`src/rtl/nand_seq_pkg.sv`:
```
// Package: shared types and constants of the NAND strobe sequencer.
// Assumes an 8-bit field width for each of the four timing fields.
package nand_seq_pkg;

    localparam int FIELD_W  = 8;
    localparam int TIMING_W = 4 * FIELD_W;
    localparam int CNT_W    = FIELD_W + 1;

    // Access phase of the sequencer
    typedef enum logic [1:0] {
        PH_IDLE   = 2'd0,
        PH_SETUP  = 2'd1,
        PH_STROBE = 2'd2,
        PH_HOLD   = 2'd3
    } phase_e;

    // Timing word; the last member sits in the least significant bits
    typedef struct packed {
        logic [FIELD_W-1:0] hiz;
        logic [FIELD_W-1:0] hold;
        logic [FIELD_W-1:0] strb;
        logic [FIELD_W-1:0] setup;
    } timing_t;

    // Value of the latched timing copy after reset: 0xFC in every field
    localparam timing_t TIMING_RST = '{
        hiz:   8'hFC,
        hold:  8'hFC,
        strb:  8'hFC,
        setup: 8'hFC
    };

endpackage

```
`src/rtl/nand_wait_sync.sv`:
```
// Module: multi-flop synchronizer for the asynchronous active-low wait line.
// Assumes the line is level-like; resets to the inactive (high) level.
module nand_wait_sync #(
    parameter int STAGES = 2
) (
    input  logic clk,
    input  logic rst_n,
    input  logic async_i,
    output logic sync_o
);

    logic [STAGES-1:0] stage_q;

    genvar g;
    generate
        for (g = 0; g < STAGES; g++) begin : g_stage
            // Shift the line one flop further toward the clock domain
            always_ff @(posedge clk) begin
                if (!rst_n) begin
                    stage_q[g] <= 1'b1;
                end else begin
                    if (g == 0) begin
                        stage_q[g] <= async_i;
                    end else begin
                        stage_q[g] <= stage_q[(g > 0) ? g - 1 : 0];
                    end
                end
            end
        end
    endgenerate

    assign sync_o = stage_q[STAGES-1];

endmodule

```
`src/rtl/nand_phase_fsm.sv`:
```
// Module: phase sequencer for one NAND common-space access.
// Counts setup, strobe and hold with one shared down-counter, runs the
// Hi-Z window on its own counter, latches the timing word at start.
// Assumes nwait_s is already synchronous to clk.
module nand_phase_fsm
    import nand_seq_pkg::*;
(
    input  logic                clk,
    input  logic                rst_n,
    input  logic                start_i,
    input  logic                write_i,
    input  logic [TIMING_W-1:0] timing_i,
    input  logic                nwait_s,
    output logic                accept_o,
    output logic                capture_o,
    output logic                busy_o,
    output logic                done_o,
    output logic                nwe_o,
    output logic                noe_o,
    output logic                oe_o
);

    phase_e             ph_q;
    timing_t            tim_q;
    timing_t            tim_in;
    logic [CNT_W-1:0]   cnt_q;
    logic [FIELD_W-1:0] hiz_q;
    logic               wr_q;
    logic               done_q;
    logic               cnt_zero;
    logic               strobe_leave;
    logic [CNT_W-1:0]   hold_len;

    assign tim_in       = timing_t'(timing_i);
    assign accept_o     = start_i && (ph_q == PH_IDLE);
    assign cnt_zero     = (cnt_q == '0);
    assign strobe_leave = (ph_q == PH_STROBE) && cnt_zero && nwait_s;
    assign capture_o    = strobe_leave && !wr_q;

    // Hold length depends on direction: reads get one extra cycle
    always_comb begin
        hold_len = {1'b0, tim_q.hold} + (wr_q ? CNT_W'(0) : CNT_W'(1));
    end

    // Phase register, shared counter, latched timing and done pulse
    always_ff @(posedge clk) begin
        if (!rst_n) begin
            ph_q   <= PH_IDLE;
            cnt_q  <= '0;
            tim_q  <= TIMING_RST;
            wr_q   <= 1'b0;
            done_q <= 1'b0;
        end else begin
            done_q <= 1'b0;
            case (ph_q)
                PH_IDLE: begin
                    if (start_i) begin
                        tim_q <= tim_in;
                        wr_q  <= write_i;
                        cnt_q <= {1'b0, tim_in.setup};
                        ph_q  <= PH_SETUP;
                    end
                end
                PH_SETUP: begin
                    if (cnt_zero) begin
                        cnt_q <= {1'b0, tim_q.strb};
                        ph_q  <= PH_STROBE;
                    end else begin
                        cnt_q <= cnt_q - 1'b1;
                    end
                end
                PH_STROBE: begin
                    if (!cnt_zero) begin
                        cnt_q <= cnt_q - 1'b1;
                    end else if (nwait_s) begin
                        if (hold_len == '0) begin
                            ph_q   <= PH_IDLE;
                            done_q <= 1'b1;
                        end else begin
                            cnt_q <= hold_len - 1'b1;
                            ph_q  <= PH_HOLD;
                        end
                    end
                end
                default: begin
                    if (cnt_zero) begin
                        ph_q   <= PH_IDLE;
                        done_q <= 1'b1;
                    end else begin
                        cnt_q <= cnt_q - 1'b1;
                    end
                end
            endcase
        end
    end

    // Hi-Z window counter, counted from the accept edge
    always_ff @(posedge clk) begin
        if (!rst_n) begin
            hiz_q <= '0;
        end else if (accept_o) begin
            hiz_q <= tim_in.hiz;
        end else if (hiz_q != '0) begin
            hiz_q <= hiz_q - 1'b1;
        end
    end

    // Output decode of the registered phase
    always_comb begin
        busy_o = (ph_q != PH_IDLE);
        done_o = done_q;
        nwe_o  = !((ph_q == PH_STROBE) && wr_q);
        noe_o  = !((ph_q == PH_STROBE) && !wr_q);
        oe_o   = wr_q && busy_o && (hiz_q == '0);
    end

    // expired strobe count with wait low keeps the strobe phase
    p_stretch_r4: assert property (@(posedge clk) disable iff (!rst_n)
        (ph_q == PH_STROBE && cnt_zero && !nwait_s) |=> (ph_q == PH_STROBE));

    // a read strobe is always followed by a hold phase
    p_read_hold_r5: assert property (@(posedge clk) disable iff (!rst_n)
        (ph_q == PH_STROBE && !wr_q) ##1 (ph_q != PH_STROBE) |-> (ph_q == PH_HOLD));

    // done lasts a single cycle
    p_done_pulse_r7: assert property (@(posedge clk) disable iff (!rst_n)
        done_q |=> !done_q);

    // latched timing stays frozen across busy cycles
    p_timing_frozen_r9: assert property (@(posedge clk) disable iff (!rst_n)
        (busy_o && $past(busy_o)) |-> $stable(tim_q));

endmodule

```
`src/rtl/nand_data_path.sv`:
```
// Module: address, write-data and read-data registers of the sequencer.
// Assumes accept_i and capture_i come from the phase sequencer.
module nand_data_path #(
    parameter int ADDR_W = 16,
    parameter int DATA_W = 8
) (
    input  logic              clk,
    input  logic              rst_n,
    input  logic              accept_i,
    input  logic              capture_i,
    input  logic              busy_i,
    input  logic [ADDR_W-1:0] addr_i,
    input  logic [DATA_W-1:0] wdata_i,
    input  logic [DATA_W-1:0] rdata_i,
    output logic [ADDR_W-1:0] addr_o,
    output logic [DATA_W-1:0] wdata_o,
    output logic [DATA_W-1:0] rdata_o
);

    logic [ADDR_W-1:0] addr_q;
    logic [DATA_W-1:0] wdata_q;
    logic [DATA_W-1:0] rdata_q;

    // Latch address and write data when an access is accepted
    always_ff @(posedge clk) begin
        if (!rst_n) begin
            addr_q  <= '0;
            wdata_q <= '0;
        end else if (accept_i) begin
            addr_q  <= addr_i;
            wdata_q <= wdata_i;
        end
    end

    // Capture device data on the edge that ends the read strobe
    always_ff @(posedge clk) begin
        if (!rst_n) begin
            rdata_q <= '0;
        end else if (capture_i) begin
            rdata_q <= rdata_i;
        end
    end

    assign addr_o  = addr_q;
    assign wdata_o = wdata_q;
    assign rdata_o = rdata_q;

    // address cannot move while an access is running
    p_addr_hold_r8: assert property (@(posedge clk) disable iff (!rst_n)
        (busy_i && $past(busy_i)) |-> $stable(addr_q));

endmodule

```
`src/rtl/nand_strobe_seq.sv`:
```
// Module: top of the NAND common-space access timing sequencer.
// Joins the wait synchronizer, the phase sequencer and the data registers.
// Assumes the timing word is held by the caller at least in the start cycle.
module nand_strobe_seq
    import nand_seq_pkg::*;
#(
    parameter int ADDR_W      = 16,
    parameter int DATA_W      = 8,
    parameter int SYNC_STAGES = 2
) (
    input  logic                clk,
    input  logic                rst_n,
    input  logic                start_i,
    input  logic                write_i,
    input  logic [ADDR_W-1:0]   addr_i,
    input  logic [DATA_W-1:0]   wdata_i,
    input  logic [TIMING_W-1:0] timing_i,
    input  logic                nwait_i,
    input  logic [DATA_W-1:0]   nand_rdata_i,
    output logic [ADDR_W-1:0]   nand_addr_o,
    output logic [DATA_W-1:0]   nand_wdata_o,
    output logic                nand_data_oe_o,
    output logic                nwe_o,
    output logic                noe_o,
    output logic [DATA_W-1:0]   rdata_o,
    output logic                done_o,
    output logic                busy_o
);

    logic nwait_s;
    logic accept;
    logic capture;

    nand_wait_sync #(
        .STAGES (SYNC_STAGES)
    ) i_sync (
        .clk     (clk),
        .rst_n   (rst_n),
        .async_i (nwait_i),
        .sync_o  (nwait_s)
    );

    nand_phase_fsm i_fsm (
        .clk       (clk),
        .rst_n     (rst_n),
        .start_i   (start_i),
        .write_i   (write_i),
        .timing_i  (timing_i),
        .nwait_s   (nwait_s),
        .accept_o  (accept),
        .capture_o (capture),
        .busy_o    (busy_o),
        .done_o    (done_o),
        .nwe_o     (nwe_o),
        .noe_o     (noe_o),
        .oe_o      (nand_data_oe_o)
    );

    nand_data_path #(
        .ADDR_W (ADDR_W),
        .DATA_W (DATA_W)
    ) i_data (
        .clk       (clk),
        .rst_n     (rst_n),
        .accept_i  (accept),
        .capture_i (capture),
        .busy_i    (busy_o),
        .addr_i    (addr_i),
        .wdata_i   (wdata_i),
        .rdata_i   (nand_rdata_i),
        .addr_o    (nand_addr_o),
        .wdata_o   (nand_wdata_o),
        .rdata_o   (rdata_o)
    );

    // the data driver is never on while the read strobe is low
    p_oe_read_quiet_r6: assert property (@(posedge clk) disable iff (!rst_n)
        !noe_o |-> !nand_data_oe_o);

    // done only appears while idle
    p_done_idle_r7: assert property (@(posedge clk) disable iff (!rst_n)
        done_o |-> !busy_o);

endmodule

```
`config.mk`:
```
export PLATFORM = sky130hd
export DESIGN_NAME = nand_strobe_seq
export DESIGN_NICKNAME = d
export VERILOG_FILES = /design/src/rtl/nand_seq_pkg.sv /design/src/rtl/nand_wait_sync.sv /design/src/rtl/nand_phase_fsm.sv /design/src/rtl/nand_data_path.sv /design/src/rtl/nand_strobe_seq.sv
export SDC_FILE = /design/constraint.sdc
export NUM_CORES = 1
export LEC_CHECK = 0
export ABC_AREA = 1
export BUFFER_PORTS_ARGS = -buffer_cell sky130_fd_sc_hd__buf_2
export CORE_MARGIN = 2
export CORE_UTILIZATION = 53
export CTS_CLUSTER_DIAMETER = 200
export DETAILED_ROUTE_END_ITERATION = 10
export HOLD_SLACK_MARGIN = 0.1
export PLACE_DENSITY = 0.77
export SYNTH_ARGS = -nofsm -noshare
export SYNTH_HDL_FRONTEND = slang
export SYNTH_HIERARCHICAL = 1
export SYNTH_SLANG_ARGS = --single-unit
```
`constraint.sdc`:
```
create_clock -name clk -period 2.3 [get_ports clk]
set_input_delay 0.23 -clock clk [delete_from_list [all_inputs] [get_ports clk]]
set_output_delay 0.23 -clock clk [all_outputs]
set_load 0.01 [all_outputs]
```
### After elaboration in Yosys (flattened, before gate mapping)

Cells that the tools add are included.

| storage, ports and cells | value |
|---|---|
| output and inout port bits | 37 |
| register bits after elaboration | 71 |
| word-level logic and storage cells | 70 |

| operators by class | value |
|---|---|
| $add $sub $neg | 4 |
| mux-type cells | 22 |
| eq/ne operators | 9 |
| reductions and logical operators | 23 |

Operator list:

| cell | count |
|---|---|
| $mux 9 | 6 |
| $pmux 9 s3 | 1 |
| $logic_not 9->1 | 2 |
| $sub 9x1->9 const B | 2 |
| $mux 8 | 2 |
| $mux 2 | 6 |
| $add 8x9->9 | 1 |
| $logic_and 1x1->1 | 8 |
| $logic_not 8->1 | 1 |
| $reduce_bool 8->1 | 1 |
| $sub 8x1->8 const B | 1 |
| $ne 3x3->1 const B | 2 |
| $pmux 2 s3 | 1 |
| $reduce_bool 2->1 | 3 |
| $mux 1 | 5 |
| $reduce_and 5->1 | 1 |
| $ne 2x1->1 const B | 2 |
| $ne 2x2->1 const B | 2 |
| $ne 4x4->1 const B | 1 |
| $reduce_and 4->1 | 1 |
| $logic_not 1->1 | 3 |
| $eq 2x1->1 const B | 1 |
| $eq 2x2->1 const B | 1 |
| $logic_not 2->1 | 1 |
| 3 further kinds | 3 |

### Longest topological paths before layout

Gate-level depths: netlist (run 1).

| depth | value |
|---|---|
| depth in word-level cells | 7 |
| mapped depth | 17 |
| depth with buffers taken out | 17 |

### Hierarchy

The synthesis (run 1) kept the hierarchy.

By module, submodules not included:

| module | cells an instance | times used | area each (µm²) |
|---|---|---|---|
| nand_phase_fsm | 398 | 1 | 2502.4 |
| nand_data_path | 202 | 1 | 1308.8 |
| nand_wait_sync | 6 | 1 | 55.1 |

### Worst setup path before layout (run 1)

OpenSTA, ideal clock, no wires.

| timing | value |
|---|---|
| path kind | register -> register |
| from | register i_fsm.wr_q |
| to | register i_fsm.cnt_q[8] |
| path slack | 0.310 ns |
| data arrival time | 1.871 ns |
| path buffers | 0 |
| data required time | 2.182 ns |
| clock period less this slack | 1.990 ns |
| library setup time | 0.118 ns |
| stages on the path, launching flop included | 17 |
| cell sequence | dfxtp_1 inv_1 ha_1 ha_1 inv_1 ha_1 inv_1 nor2_2 nand3_1 nor2_2 nand2_1 nand2_1 nand3_1 nand2_1 nand2_1 nand2_1 a21oi_1 |

| between the ends | value |
|---|---|
| word-level cells in the longest chain between the ends | 7 |
| elaborated cells between the ends (all ways) | 10 |
| those cells by class | add/sub: 2; eq/ne: 1; mux: 5; reduce/logical: 2 |

Ends and longest elaborated chain:

| what | line | text |
|---|---|---|
| start: declaration | nand_phase_fsm.sv:28 | `logic wr_q;` |
| start signal: assignment | nand_phase_fsm.sv:59 | `wr_q <= write_i;` |
| $mux 1 (*) | nand_phase_fsm.sv:42 | `hold_len = {1'b0, tim_q.hold} + (wr_q ? CNT_W'(0) : CNT_W'(1));` |
| $add 8x9->9 (*) | nand_phase_fsm.sv:42 |  |
| $sub 9x1->9 | nand_phase_fsm.sv:80 | `cnt_q <= hold_len - 1'b1;` |
| $mux 9 | nand_phase_fsm.sv:76 | `if (hold_len == '0) begin` |
| $mux 9 | nand_phase_fsm.sv:75 | `end else if (nwait_s) begin` |
| $mux 9 | nand_phase_fsm.sv:73 | `if (!cnt_zero) begin` |
| $pmux 9 s3 | nand_phase_fsm.sv:55 | `case (ph_q)` |
| end signal: assignment | nand_phase_fsm.sv:60 | `cnt_q <= {1'b0, tim_in.setup};` |
| end signal: assignment | nand_phase_fsm.sv:74 | `cnt_q <= cnt_q - 1'b1;` |
| end signal: assignment | nand_phase_fsm.sv:80 |  |
| end: declaration | nand_phase_fsm.sv:26 | `logic [CNT_W-1:0] cnt_q;` |

Every way passes the cells marked *; elsewhere a longest branch is shown, timed or not. The select of a mux whose other input is x is not followed.
A chain may end at the register's enable or synchronous reset.

### Worst setup path in the final report (run 1)

| timing | value |
|---|---|
| from | register i_fsm.wr_q |
| to | register i_fsm.cnt_q[2] |

Same word-level chain as after synthesis.

==> results of run 1 <==
==> timing repair <==
| action | CTS | global route |
|---|---|---|
| buffers inserted | 0 | 2 |
| setup endpoints to repair | 0 | 9 |
| gates resized for setup | 0 | 8 |
| hold buffers | 12 | 0 |
| hold endpoints to repair | 12 | 0 |
==> synthesized netlist by cell type <==
cell type,number,share of area
nand2_1,180,0.17
nor2_1,101,0.098
inv_1,79,0.077
dfxtp_1,71,0.37
nand3_1,27,0.035
o21ai_0,24,0.031
a21oi_1,21,0.027
clkbuf_1,14,0.014
o211ai_1,12,0.023
ha_1,10,0.032
xor2_1,7,0.016
nand2_2,6,0.0097
nor3_1,6,0.0078
buf_2,5,0.0065
nand4_1,5,0.0081
nor2_2,5,0.0081
a31oi_1,4,0.0065
inv_2,4,0.0039
or2_2,4,0.0065
buf_4,3,0.0058
buf_6,3,0.0087
xnor2_1,3,0.0068
a211oi_1,1,0.0019
a21oi_2,1,0.0023
a311oi_1,1,0.0023
clkbuf_2,1,0.0013
nand3_2,1,0.0026
nand4_2,1,0.0032
nor2_4,1,0.0029
o211a_1,1,0.0026
o21ai_1,1,0.0013
o21ai_2,1,0.0023
o21bai_1,1,0.0019
o22ai_1,1,0.0016
==> metrics by stage <==
| stage | cell area [sq um] | std cells | worst slack [ps] | power [mW] | util |
|---|---|---|---|---|---|
| 6_report | 4836 | 822 | 134.2 | 5.953 | 0.6739 |
| 5_1_grt | 4836 | 822 | 5.409 | 6.559 | 0.6739 |
| 4_1_cts | 4786 | 820 | 90.66 | 5.899 | 0.6670 |
| 3_5_place_dp | 4462 | 792 | 102.1 | 4.838 | 0.6218 |
| 3_3_place_gp | 4462 | 792 | 192.7 | 4.755 | 0.6218 |
| 2_1_floorplan | 3866 | 606 | 310.4 | 4.131 | - |
==> worst max path at each step <==
stage / start / end / slack (ps) / depth (start not counted)
floorplan: i_fsm/wr_q / i_fsm/cnt_q[8] / 310 / 16
global placement: i_fsm/wr_q / i_fsm/cnt_q[6] / 190 / 14
detailed placement: i_fsm/wr_q / i_fsm/cnt_q[6] / 100 / 14
CTS: i_fsm/wr_q / i_fsm/cnt_q[8] / 90 / 16
global route: i_fsm/wr_q / i_fsm/cnt_q[8] / 5 / 16
finish: i_fsm/wr_q / i_fsm/cnt_q[2] / 130 / 15
==> kinds of logic (layout without fill, tap and decap cells) <==
family,count (synthesis),count (layout),synth area share
DFF,71,71,0.3676
xor gates and xnor gates,10,10,0.02266
buffers and inverters,109,226,0.1165
and+or+nand+nor,337,337,0.3566
adders and majority gates,10,10,0.03236
AOI/OAI and AO/OA,69,69,0.1042
==> worst reg2reg max path, stage by stage (launching register included) <==
cell and delay (ps):
dfxtp_1 360, inv_2 80, ha_4 170, ha_2 300
inv_1 60, ha_1 210, inv_1 90, nor2_4 50
o21ai_0 260, nand3_1 130, nand2_1 80, nand2_1 40
o21ai_0 70, nand2_1 70, nand2_1 60, a21oi_1 40
==> metal layers <==
layer,global-route usage,vias to the layer above,share of wire
met2,0.4034,133,0.48
li1,-,2091,-
met4,0.08141,0,0.020
met3,0.05540,18,0.061
met5,0,-,0
met1,0.3086,1710,0.43
==> registers in the layout, summed over array words and instances (netlist names) <==
signal and count:
i_fsm/ph_q 2, i_fsm/hiz_q 8, i_data/addr_o 16, i_fsm/wr_q 1
i_fsm/tim_q 16, i_fsm/done_o 1, i_sync/sync_o 1, i_fsm/cnt_q 9
i_data/rdata_o 8, i_data/wdata_o 8, i_sync/stage_q 1
==> report_power, final <==
group	total (mW)	switching (mW)	internal (mW)
clock network	1.02	0.512	0.512
registers	1.82	0.233	1.58
logic	3.11	1.92	1.19
total	5.95	2.67	3.29
==> final cells by class <==
cell class	instances	area, sq um
flip-flops and latches	71	1421
well taps	99	123.9
multi-input cells	426	2029
repair buffers	127	745.7
clock inverters	7	80.08
fillers	665	2340
clock buffers	9	123.9
inverters	83	311.5
==> run_results.csv, run 1 <==
group,metric,value,unit
die,design.core.area,7176,sq um
place,globalplace.congestion,0.8705,
critical_path,crit_top_cell,"nand2_1",
drt,wl,9340,um
finish,final_nets,797,
logic_synthesis,yosysSeqAreaShare,0.3676,
finish,layout_commonest_cell,"nand2_1",
critical_path,cp_max_fo,4,
flow_run,drv_cap,0,
global_routing,grt_pass1_wl,15330,um
critical_path,r2r_cells,15,
critical_path,max_stage_delay,360,ps
logic_synthesis,syn_nets,685,
logic_synthesis,ys_warn_count,6,
logic_synthesis,yosysUniqueCellTypes,34,
drt,drt_first_pass_iters,5,
timing,setup_viol,0,
finish,diodes,0,
clock_network,htreeDepth,3,
worst_hold_path,hp-start,"timing_i[21]",
timing,relSlewSlack,0.7535,
critical_path,slowest_stage,"dfxtp_1",
run_status,status,"complete, no violations",
critical_path,worst_ep_arrival_time,2410,ps
drt,drt-initial-drc-count,203,
timing,finalCritPeriodShare,0.9416,
critical_path,timing.rr.end,"i_fsm/cnt_q[2]",
global_routing,antenna_found_initial,0,
die,io_pins,106,
timing,tightest_slew,369.8,ps
place,port_buffers,105,
worst_hold_path,hold_end,"i_fsm/tim_q[21]",
clock_network,cts_inserted_buffers,9,
die,die_y,89.41,um
critical_path,critical_path.startpoint_type,"flip-flop",
finish,drive_above_1_share,0.2213,
clock_network,cts_num_sinks,71,
finish,areaGrowthSynthToFinish,25.08,%
die,start_util,0.5388,
critical_path,crit_chain,"inv_2, ha_4, ha_2, inv_1, ha_1, inv_1, nor2_4, o21ai_0, nand3_1, nand2_1, nand2_1, o21ai_0, nand2_1, nand2_1, a21oi_1",
timing,timing.fmax,461.7,MHz
clock_network,clk_path_buf_depth,2,
critical_path,setup.worst_path.class,"reg -> reg",
timing,final-hold-violation-count,0,
die,die_area,7994,sq um
critical_path,crit_buf_inv,3,
global_routing,grt_pass1_vias,3498,
drt,drc,0,
drt,vias_per_cell,4.808,
die,die_x,89.41,um
die,num_rows,31,
worst_hold_path,holdPathStages,3,
finish,final_cell_mix,"nand2_1 (180), buf_2 (105), nor2_1 (101)",
timing,holdWs,112.0,ps
critical_path,rrSetupSlack,130,ps
global_routing,gr-total-overflow,0,
worst_hold_path,hold_path_class,"in -> reg",
drt,ant_nets,0,
critical_path,end_kind,"flip-flop",
power_and_ir_drop,leakage,2.563,nW
timing,min_period,2166,ps
global_routing,grt_max_degree,79,
power_and_ir_drop,ir_drop,0.0007485,V
global_routing,track_usage,0.2419,
critical_path,critPathTopFamily,"adder cells",
logic_synthesis,synthesis.area,3866,sq um
timing,drv_slew,0,
clock_network,root_buffer,"clkbuf_8",
timing,skew,12.40,ps
logic_synthesis,syn_inst,606,
critical_path,cp_data_required_time,2540,ps
logic_synthesis,yosys_register_bits,71,
clock_network,clkLatencyLatePin,360,ps
clock_network,cts_tree,"built",
drt,route.vias.total,3952,
drt,wl_per_cell,11.36,um
clock_network,path_clk_slew,80,ps
timing,rsz0062_at_grt,"false",
logic_synthesis,syn_avg_cell_area,6.380,sq um
power_and_ir_drop,powerDensity,1231,nW/um^2
timing,tns,0,ps
critical_path,r2r-start,"i_fsm/wr_q",
place,post-dp-hpwl,6702,um
Power figures use the tool's default switching activity.
==> inputs of run 2 (changes only) <==
--- a/config.mk
+++ b/config.mk
@@ -7,12 +7,13 @@
 export LEC_CHECK = 0
 export ABC_AREA = 1
 export BUFFER_PORTS_ARGS = -buffer_cell sky130_fd_sc_hd__buf_2
+export CORE_ASPECT_RATIO = 0.7
 export CORE_MARGIN = 2
 export CORE_UTILIZATION = 53
 export CTS_CLUSTER_DIAMETER = 200
 export DETAILED_ROUTE_END_ITERATION = 10
 export HOLD_SLACK_MARGIN = 0.1
-export PLACE_DENSITY = 0.77
+export PLACE_DENSITY_LB_ADDON = 0.05
 export SYNTH_ARGS = -nofsm -noshare
 export SYNTH_HDL_FRONTEND = slang
 export SYNTH_HIERARCHICAL = 1
==> run_results.csv, run 2 (synthesis gave the netlist of run 1 again) <==
group,metric,value,unit
drt,drt-initial-drc-count,218,
drt,vias_per_cell,4.829,
flow_run,drv_cap,0,
die,start_util,0.5378,
power_and_ir_drop,ir_drop,0.001111,V
global_routing,track_usage,0.2384,
global_routing,antenna_found_initial,0,
clock_network,cts_tree,"built",
timing,timing.fmax,475.2,MHz
drt,wl,9694,um
critical_path,r2r_cells,14,
clock_network,clkLatencyLatePin,350,ps
die,io_pins,106,
clock_network,root_buffer,"clkbuf_8",
clock_network,path_clk_slew,70,ps
drt,drt_first_pass_iters,5,
die,design.core.area,7189,sq um
clock_network,cts_num_sinks,71,
timing,drv_slew,0,
critical_path,worst_ep_arrival_time,1870,ps
finish,final_nets,801,
timing,skew,5.223,ps
finish,layout_commonest_cell,"nand2_1",
clock_network,htreeDepth,3,
global_routing,grt_pass1_vias,3292,
timing,min_period,2105,ps
power_and_ir_drop,leakage,2.577,nW
critical_path,cp_max_fo,4,
drt,highest_layer,"met4",
place,post-dp-hpwl,6790,um
timing,tns,0,ps
place,port_buffers,105,
drt,wl_per_cell,11.75,um
clock_network,clk_path_buf_depth,2,
clock_network,cts_inserted_buffers,9,
drt,met1_length,4628,um
place,globalplace.congestion,0.9055,
finish,fin_cells,825,
run_status,status,"complete, no violations",
drt,ant_nets,0,
finish,diodes,0,
critical_path,cp_data_required_time,2070,ps
critical_path,end_kind,"output port",
place,dp.cells,793,
finish,drive_above_1_share,0.2242,
drt,wl_met2,4290,um
drt,wl_met3,712,um
finish,final_cell_mix,"nand2_1 (180), buf_2 (105), nor2_1 (100)",
global_routing,gr-total-overflow,0,
power_and_ir_drop,powerDensity,1241,nW/um^2
critical_path,setup.worst_path.class,"reg -> out",
die,num_rows,26,
die,die_y,75.46,um
timing,tightest_slew,515.7,ps
critical_path,critical_path.startpoint_type,"flip-flop",
die,die_x,106.1,um
global_routing,grt_pass1_wl,14940,um
drt,route.vias.total,3984,
timing,setup_viol,0,
timing,final-hold-violation-count,0,
finish,areaGrowthSynthToFinish,25.47,%
worst_hold_path,holdPathStages,3,
die,die_area,8005,sq um
timing,relSlewSlack,0.6562,
timing,finalCritPeriodShare,0.9150,
worst_hold_path,hold_path_class,"in -> reg",
drt,drc,0,
global_routing,grt_max_degree,72,
power_and_ir_drop,report.power.total,6.019,mW
## run 2: cell types whose count changed in the layout (fill, tap and decap cells not counted), moves of 2 or more
cell,previous run,this run
buf_4,8,12
inv_6,2,0
clkbuf_1,0,3
clkinv_4,2,0
## run 2: metal layers
metal | track usage | vias to the layer above
met4 | 0.06287 | 0
met1 | 0.3118 | 1750
met5 | 0 | -
li1 | - | 2101
met2 | 0.3842 | 125
met3 | 0.08212 | 8
## run 2: worst max-delay path: stages (launching register included)
cell     delay, ps
dfxtp_1        300
inv_1          120
ha_1           220
nand2_1         90
nor3_2         210
nand4_1        190
nor3_1         230
buf_2          180
## run 2: area by class of cell
| class | count | area (sq um) |
|---|---|---|
| fillers | 710 | 2338 |
| inverters | 83 | 311.5 |
| repair buffers | 131 | 765.7 |
| clock buffers | 13 | 148.9 |
| flip-flops and latches | 71 | 1423 |
| clock inverters | 3 | 42.54 |
| well taps | 98 | 122.6 |
| multi-input cells | 426 | 2037 |
## run 2: through the flow
| step | utilization | setup slack [ps] | hold slack, ps | cell area [sq um] |
|---|---|---|---|---|
| 2_1_floorplan | - | 310.4 | 298.7 | 3866 |
| 3_3_place_gp | 0.6208 | 181.8 | 390.7 | 4463 |
| 3_5_place_dp | 0.6208 | 76.21 | 390.2 | 4463 |
| 4_1_cts | 0.6655 | 58.21 | 102.9 | 4785 |
| 5_1_grt | 0.6747 | -2.547 | 111.8 | 4851 |
| 6_report | 0.6747 | 195.5 | 122.9 | 4851 |
## run 2: where the power goes
group	total (mW)	internal, mW	switching (mW)
Clock	0.990	0.530	0.459
Sequential	1.81	1.58	0.224
Combinational	3.22	1.23	2.00
Total	6.02	3.34	2.68
## run 2: worst paths after layout
path                     start        endpoint  slack (ps)
min reg2reg  i_sync/stage_q[0]   i_sync/sync_o         400
max             i_fsm/hiz_q[0]  nand_data_oe_o         200
min               timing_i[26]  i_fsm/hiz_q[2]         120
max reg2reg         i_fsm/wr_q  i_fsm/cnt_q[6]         230
## run 2: timing repair
| item | 4_1_cts | 5_1_grt |
|---|---|---|
| gates resized for setup | 0 | 11 |
| hold endpoints to repair | 13 | 0 |
| endpoints found under the setup margin | 0 | 10 |
| setup buffers | 0 | 3 |
| hold buffers | 13 | 0 |
